$ cat src/rtl/pxd_pkg.sv
package pxd_pkg;
    typedef enum logic [0:0] {
        PFX_EMPTY = 1'b0,
        PFX_LIVE  = 1'b1
    } pfx_state_e;
endpackage

$ cat src/rtl/pxd_prefix_fsm.sv
module pxd_prefix_fsm
    import pxd_pkg::*;
#(
    parameter int PFX_W = 8
) (
    input  logic             clk,
    input  logic             rst,
    input  logic             stall,
    input  logic             in_valid,
    input  logic             in_is_prefix,
    input  logic [PFX_W-1:0] in_pfx_byte,
    output logic             live,
    output logic [PFX_W-1:0] pfx_q
);
    pfx_state_e       state_q, state_d;
    logic [PFX_W-1:0] pfx_d;
    logic             pfx_cmd;

    assign pfx_cmd = in_valid && in_is_prefix && !stall;

    // State register with its prefix word
    always_ff @(posedge clk) begin
        if (rst) begin
            state_q <= PFX_EMPTY;
            pfx_q   <= '0;
        end else begin
            state_q <= state_d;
            pfx_q   <= pfx_d;
        end
    end

    // Transitions: LOAD, RELOAD, EXPIRE, HOLD
    always_comb begin
        state_d = state_q;
        pfx_d   = pfx_q;
        unique case (state_q)
            PFX_EMPTY: begin
                if (pfx_cmd) begin
                    state_d = PFX_LIVE;
                    pfx_d   = in_pfx_byte;
                end
            end
            PFX_LIVE: begin
                if (pfx_cmd) begin
                    pfx_d = in_pfx_byte;
                end else if (!stall) begin
                    state_d = PFX_EMPTY;
                    pfx_d   = '0;
                end
            end
            default: begin
                state_d = PFX_EMPTY;
                pfx_d   = '0;
            end
        endcase
    end

    assign live = (state_q == PFX_LIVE);
endmodule

$ cat src/rtl/pxd_operand_extend.sv
module pxd_operand_extend #(
    parameter int PFX_W     = 8,
    parameter int SRC_IDX_W = 4,
    parameter int DST_IDX_W = 3,
    parameter int IDX_W     = 5,
    parameter int IMM_LO_W  = 8,
    parameter int SYS_REGS  = 16,
    localparam int SRC_EXT  = IDX_W - SRC_IDX_W,
    localparam int DST_EXT  = IDX_W - DST_IDX_W,
    localparam int IMM_W    = PFX_W + IMM_LO_W
) (
    input  logic                 live,
    input  logic [PFX_W-1:0]     pfx_q,
    input  logic [IMM_LO_W-1:0]  src_field,
    input  logic                 src_imm,
    input  logic [DST_IDX_W-1:0] dst_field,
    input  logic                 src_sys,
    input  logic                 dst_sys,
    output logic [IDX_W-1:0]     src_idx,
    output logic [IDX_W-1:0]     dst_idx,
    output logic [IMM_W-1:0]     imm,
    output logic                 err
);
    logic [PFX_W-1:0] eff;

    always_comb begin
        eff     = live ? pfx_q : '0;
        src_idx = {eff[SRC_EXT-1:0], src_field[SRC_IDX_W-1:0]};
        dst_idx = {eff[SRC_EXT +: DST_EXT], dst_field};
        imm     = {eff, src_field};
        err     = (src_sys && !src_imm && (src_idx >= IDX_W'(SYS_REGS)))
               || (dst_sys && (dst_idx >= IDX_W'(SYS_REGS)));
    end
endmodule

$ cat src/rtl/pxd_operand_decoder.sv
module pxd_operand_decoder #(
    parameter int PFX_W     = 8,
    parameter int SRC_IDX_W = 4,
    parameter int DST_IDX_W = 3,
    parameter int IDX_W     = 5,
    parameter int IMM_LO_W  = 8,
    parameter int SYS_REGS  = 16,
    localparam int IMM_W    = PFX_W + IMM_LO_W
) (
    input  logic                 clk,
    input  logic                 rst,
    input  logic                 stall,
    input  logic                 in_valid,
    input  logic                 in_is_prefix,
    input  logic [PFX_W-1:0]     in_pfx_byte,
    input  logic [IMM_LO_W-1:0]  in_src_field,
    input  logic                 in_src_imm,
    input  logic [DST_IDX_W-1:0] in_dst_field,
    input  logic                 in_src_sys,
    input  logic                 in_dst_sys,
    output logic                 out_valid,
    output logic [IDX_W-1:0]     out_src_idx,
    output logic [IDX_W-1:0]     out_dst_idx,
    output logic [IMM_W-1:0]     out_imm,
    output logic                 out_src_imm,
    output logic                 out_pfx_used,
    output logic                 out_err
);
    logic             live;
    logic [PFX_W-1:0] pfx_q;
    logic [IDX_W-1:0] src_idx_c, dst_idx_c;
    logic [IMM_W-1:0] imm_c;
    logic             err_c;
    logic             accept;

    pxd_prefix_fsm #(.PFX_W(PFX_W)) u_fsm (
        .clk          (clk),
        .rst          (rst),
        .stall        (stall),
        .in_valid     (in_valid),
        .in_is_prefix (in_is_prefix),
        .in_pfx_byte  (in_pfx_byte),
        .live         (live),
        .pfx_q        (pfx_q)
    );

    pxd_operand_extend #(
        .PFX_W     (PFX_W),
        .SRC_IDX_W (SRC_IDX_W),
        .DST_IDX_W (DST_IDX_W),
        .IDX_W     (IDX_W),
        .IMM_LO_W  (IMM_LO_W),
        .SYS_REGS  (SYS_REGS)
    ) u_ext (
        .live      (live),
        .pfx_q     (pfx_q),
        .src_field (in_src_field),
        .src_imm   (in_src_imm),
        .dst_field (in_dst_field),
        .src_sys   (in_src_sys),
        .dst_sys   (in_dst_sys),
        .src_idx   (src_idx_c),
        .dst_idx   (dst_idx_c),
        .imm       (imm_c),
        .err       (err_c)
    );

    assign accept = in_valid && !in_is_prefix && !stall;

    // Output register
    always_ff @(posedge clk) begin
        if (rst) begin
            out_valid    <= 1'b0;
            out_src_idx  <= '0;
            out_dst_idx  <= '0;
            out_imm      <= '0;
            out_src_imm  <= 1'b0;
            out_pfx_used <= 1'b0;
            out_err      <= 1'b0;
        end else begin
            out_valid <= accept;
            if (accept) begin
                out_src_idx  <= src_idx_c;
                out_dst_idx  <= dst_idx_c;
                out_imm      <= imm_c;
                out_src_imm  <= in_src_imm;
                out_pfx_used <= live;
                out_err      <= err_c;
            end
        end
    end
endmodule

$ cat config.mk
export PLATFORM = sky130hd
export DESIGN_NAME = pxd_operand_decoder
export DESIGN_NICKNAME = d
export VERILOG_FILES = /design/src/rtl/pxd_pkg.sv /design/src/rtl/pxd_prefix_fsm.sv /design/src/rtl/pxd_operand_extend.sv /design/src/rtl/pxd_operand_decoder.sv
export SDC_FILE = /design/constraint.sdc
export NUM_CORES = 1
export LEC_CHECK = 0
export BUFFER_PORTS_ARGS = -buffer_cell sky130_fd_sc_hd__buf_2
export CORE_UTILIZATION = 44
export CTS_CLUSTER_SIZE = 10
export DETAILED_ROUTE_END_ITERATION = 8
export PLACE_DENSITY = 0.77
export SYNTH_ARGS = -nofsm -noshare
export SYNTH_HDL_FRONTEND = slang
export SYNTH_SLANG_ARGS = --single-unit
$ cat constraint.sdc
create_clock -name clk -period 1.25 [get_ports clk]
set_input_delay 0.125 -clock clk [delete_from_list [all_inputs] [get_ports clk]]
set_output_delay 0.125 -clock clk [all_outputs]
set_load 0.005 [all_outputs]
==> out/results.ini <==
[outcome]
status = complete, no violations

[global_routing]
met1_usage_pct = 23.8
grt_util_met2_pct = 32.5
grtUsageTotal_pct = 20.7
antenna_found_initial = 0
grt_max_degree = 24
grt_overflow = 0
grt_pass1_vias = 917
grt_pass1_wl_mm = 4.06
top_usage_layer = met2
grtUsageMet3_pct = 9.32

[yosys]
synth_top_cell_area_share_pct = 53.6
synth_ff_type = dfxtp_1
ys_ff_latch = 32
synthDistinctLibCells = 18
ys_async_sr_fraction_pct = 0
synth_fp_nets = 162
synth-seq-area-share_pct = 53.6
syn_inst = 135
yosys_warnings = 0
synth_most_common_cell = nand2_1
synth_edf_count = 0
yosys-top-cells-area = dfxtp_1 (54%), nand2_1 (11%), a21oi_1 (10%)
netlist_area_um2 = 1190
synth_top_area_cell = dfxtp_1
ys_top_cells_by_count = nand2_1 (36), dfxtp_1 (32), a21oi_1 (24)
avgSynthCellArea_um2 = 8.85

[min_path]
min_path_type = in2reg

[final_layout]
fin_cells = 225
area_growth_pct = 35.0
antenna_cells = 0
final_nets = 221
drive_above_1_share_pct = 36.4

[worst_setup_path]
cp.required_ns = 1.48
crit_buf_inv = 0
worstPathArrival_ns = 1.21
cp_top_family = compound AO/OA/AOI/OAI gates
path_max_fanout = 8
cp_slowest_stage_delay_ns = 0.34
end_kind = flip-flop
path_cells = a21oi_1, o21ba_2, a22o_1
regToRegSetupSlack_ns = 0.27
start_kind = flip-flop
worstSetupPathType = reg2reg
critical_path.slowest_cell = dfxtp_1

[sta]
rsz0062_at_grt = false
post-route-min-period_ns = 0.978
slew_viol_final = 0
fin_crit_sh_pct = 78.2
setup-violations-final = 0
fin_setup_tns_ns = 0
fin_worst_skew_ns = 0.00440
whs_ns = 0.0135
finalHoldViolations = 0
worst_pin_slew_ns = 0.231
fmax_ghz = 1.02
maxSlewHeadroom_pct = 84.4

[drt]
wl_per_cell_um = 11.8
route.detailed.drc = 0
wl_mm = 2.66
ant_nets = 0
drt_iter0_markers = 18
via_per_inst = 4.82
vias = 1084
first_pass_iters = 4

[power]
internal-power_mw = 1.55
p_per_area_nw_per_um2 = 1230
total_power_mw = 1.98
p_comb_share_pct = 8.6
p_sw_mw = 0.431
swShare_pct = 21.7
p_seq_share_pct = 53.2
clkPwrFrac_pct = 38.2
leakage_nw = 0.746
peakVddDrop_mv = 1.09

[clock_network]
numCtsBuffers = 5
cts.sinks = 32
clockBufferDepth = 2
cts_root_buf = clkbuf_4
clock_latency_ns = 0.33
cts-htree-levels = 2
cts.clk_slew.worst_paths_ns = 0.09
post-cts-setup-buffers = 0
cts_tree = done

[die]
dieArea_um2 = 2930
die_y_um = 54.1
rows = 18
die_x_um = 54.1
core_area_um2 = 2520
ios = 57
start_util_pct = 47.4

[placement]
place.gp.congestion = 0.763
dpl.hpwl_mm = 1.79
port_buffers = 56
dp.cells = 209

[flow_run]
maxCapViolations = 0

==> routing by layer <==
metal | share of wire [%] | vias to the layer above | wire (um)
met5 | 0 | - | 0
met4 | 2.3 | 0 | 62
met3 | 7.6 | 6 | 203
met2 | 45 | 49 | 1210
met1 | 45 | 467 | 1190
li1 | - | 562 | -
==> placed cells by master (no fill, tap or decap), drive strengths merged <==
cell type | synthesis | layout
dfxtp | 32 | 32
nand3 | 8 | 8
clkinv | 0 | 1
and2 | 1 | 1
buf | 13 | 62
o21ba | 1 | 1
dlygate4sd3 | 0 | 8
and3b | 1 | 1
nor2 | 1 | 1
a21oi | 24 | 24
or3b | 1 | 1
nand2 | 36 | 36
nor4bb | 1 | 1
bufinv | 0 | 1
a22o | 8 | 8
clkbuf | 5 | 6
nor3b | 1 | 1
nand3b | 1 | 1
o211ai | 1 | 1
==> worst register-to-register path: cells and delay by family (launching register included) <==
kind               cells  cell delay (ns)
AOI/OAI and AO/OA      3             0.55
DFF                    1             0.34
==> power by group through the flow <==
stage / sequential (mW) / clock [mW] / combinational, mW
after floorplan: 1.08 / 0 / 0.0778
after global placement: 1.08 / 0 / 0.148
after detailed placement: 1.08 / 0 / 0.153
after CTS: 1.06 / 0.781 / 0.165
after global routing: 1.06 / 0.840 / 0.191
final: 1.05 / 0.758 / 0.171
==> path summary, 6_finish.rpt <==
| check | end | startpoint | cells after the start |
|---|---|---|---|
| hold / removal | u_fsm.pfx_q[7]$_SDFFE_PP0P_ | in_pfx_byte[7] | 2 |
| setup / recovery | u_fsm.pfx_q[4]$_SDFFE_PP0P_ | flip-flop | 3 |
| setup reg to reg | u_fsm.pfx_q[4]$_SDFFE_PP0P_ | flip-flop | 3 |
| hold reg to reg | out_imm[7]$_SDFFE_PP0P_ | out_imm[7]$_SDFFE_PP0P_ | 2 |
==> stage by stage <==
| stage | util [%] | setup WS [ns] | instance area (um2) |
|---|---|---|---|
| floorplan | - | 0.209 | 1190 |
| global placement | 57.7 | 0.164 | 1460 |
| detailed placement | 57.7 | 0.133 | 1460 |
| CTS | 62.7 | 0.269 | 1580 |
| global route | 63.9 | 0.217 | 1610 |
| finish | 63.9 | 0.272 | 1610 |
==> flip-flops by register name, indices dropped and copies added (netlist names), named ones only <==
register and cells:
out_src_idx 4, out_dst_idx 4, out_err 1, out_src_imm 1, out_imm 11, out_pfx_used 1, out_valid 1, u_fsm.pfx_q 8
==> area by class of cell <==
cell class / instances / area (um2)
fill: 215 / 910
clock buffer: 6 / 41.3
tap: 30 / 37.5
clock inverter: 2 / 35.0
multi-input combinational: 85 / 440
sequential: 32 / 641
timing repair buffer: 70 / 418
==> cells by family (layout without fill, tap and decap cells) <==
kind of cell	count (synthesis)	after routing	synth area share [%]
and+or+nand+nor	51	51	19.5
buffers and inverters	18	78	9.53
AOI/OAI and AO/OA	34	34	17.4
DFF	32	32	53.6
==> repair_timing <==
action / 4_1_cts / 5_1_grt
endpoints found under the hold margin: 5 / 3
resized for setup: 0 / 0
hold buffers: 5 / 3
Power figures use the tool's default switching activity.
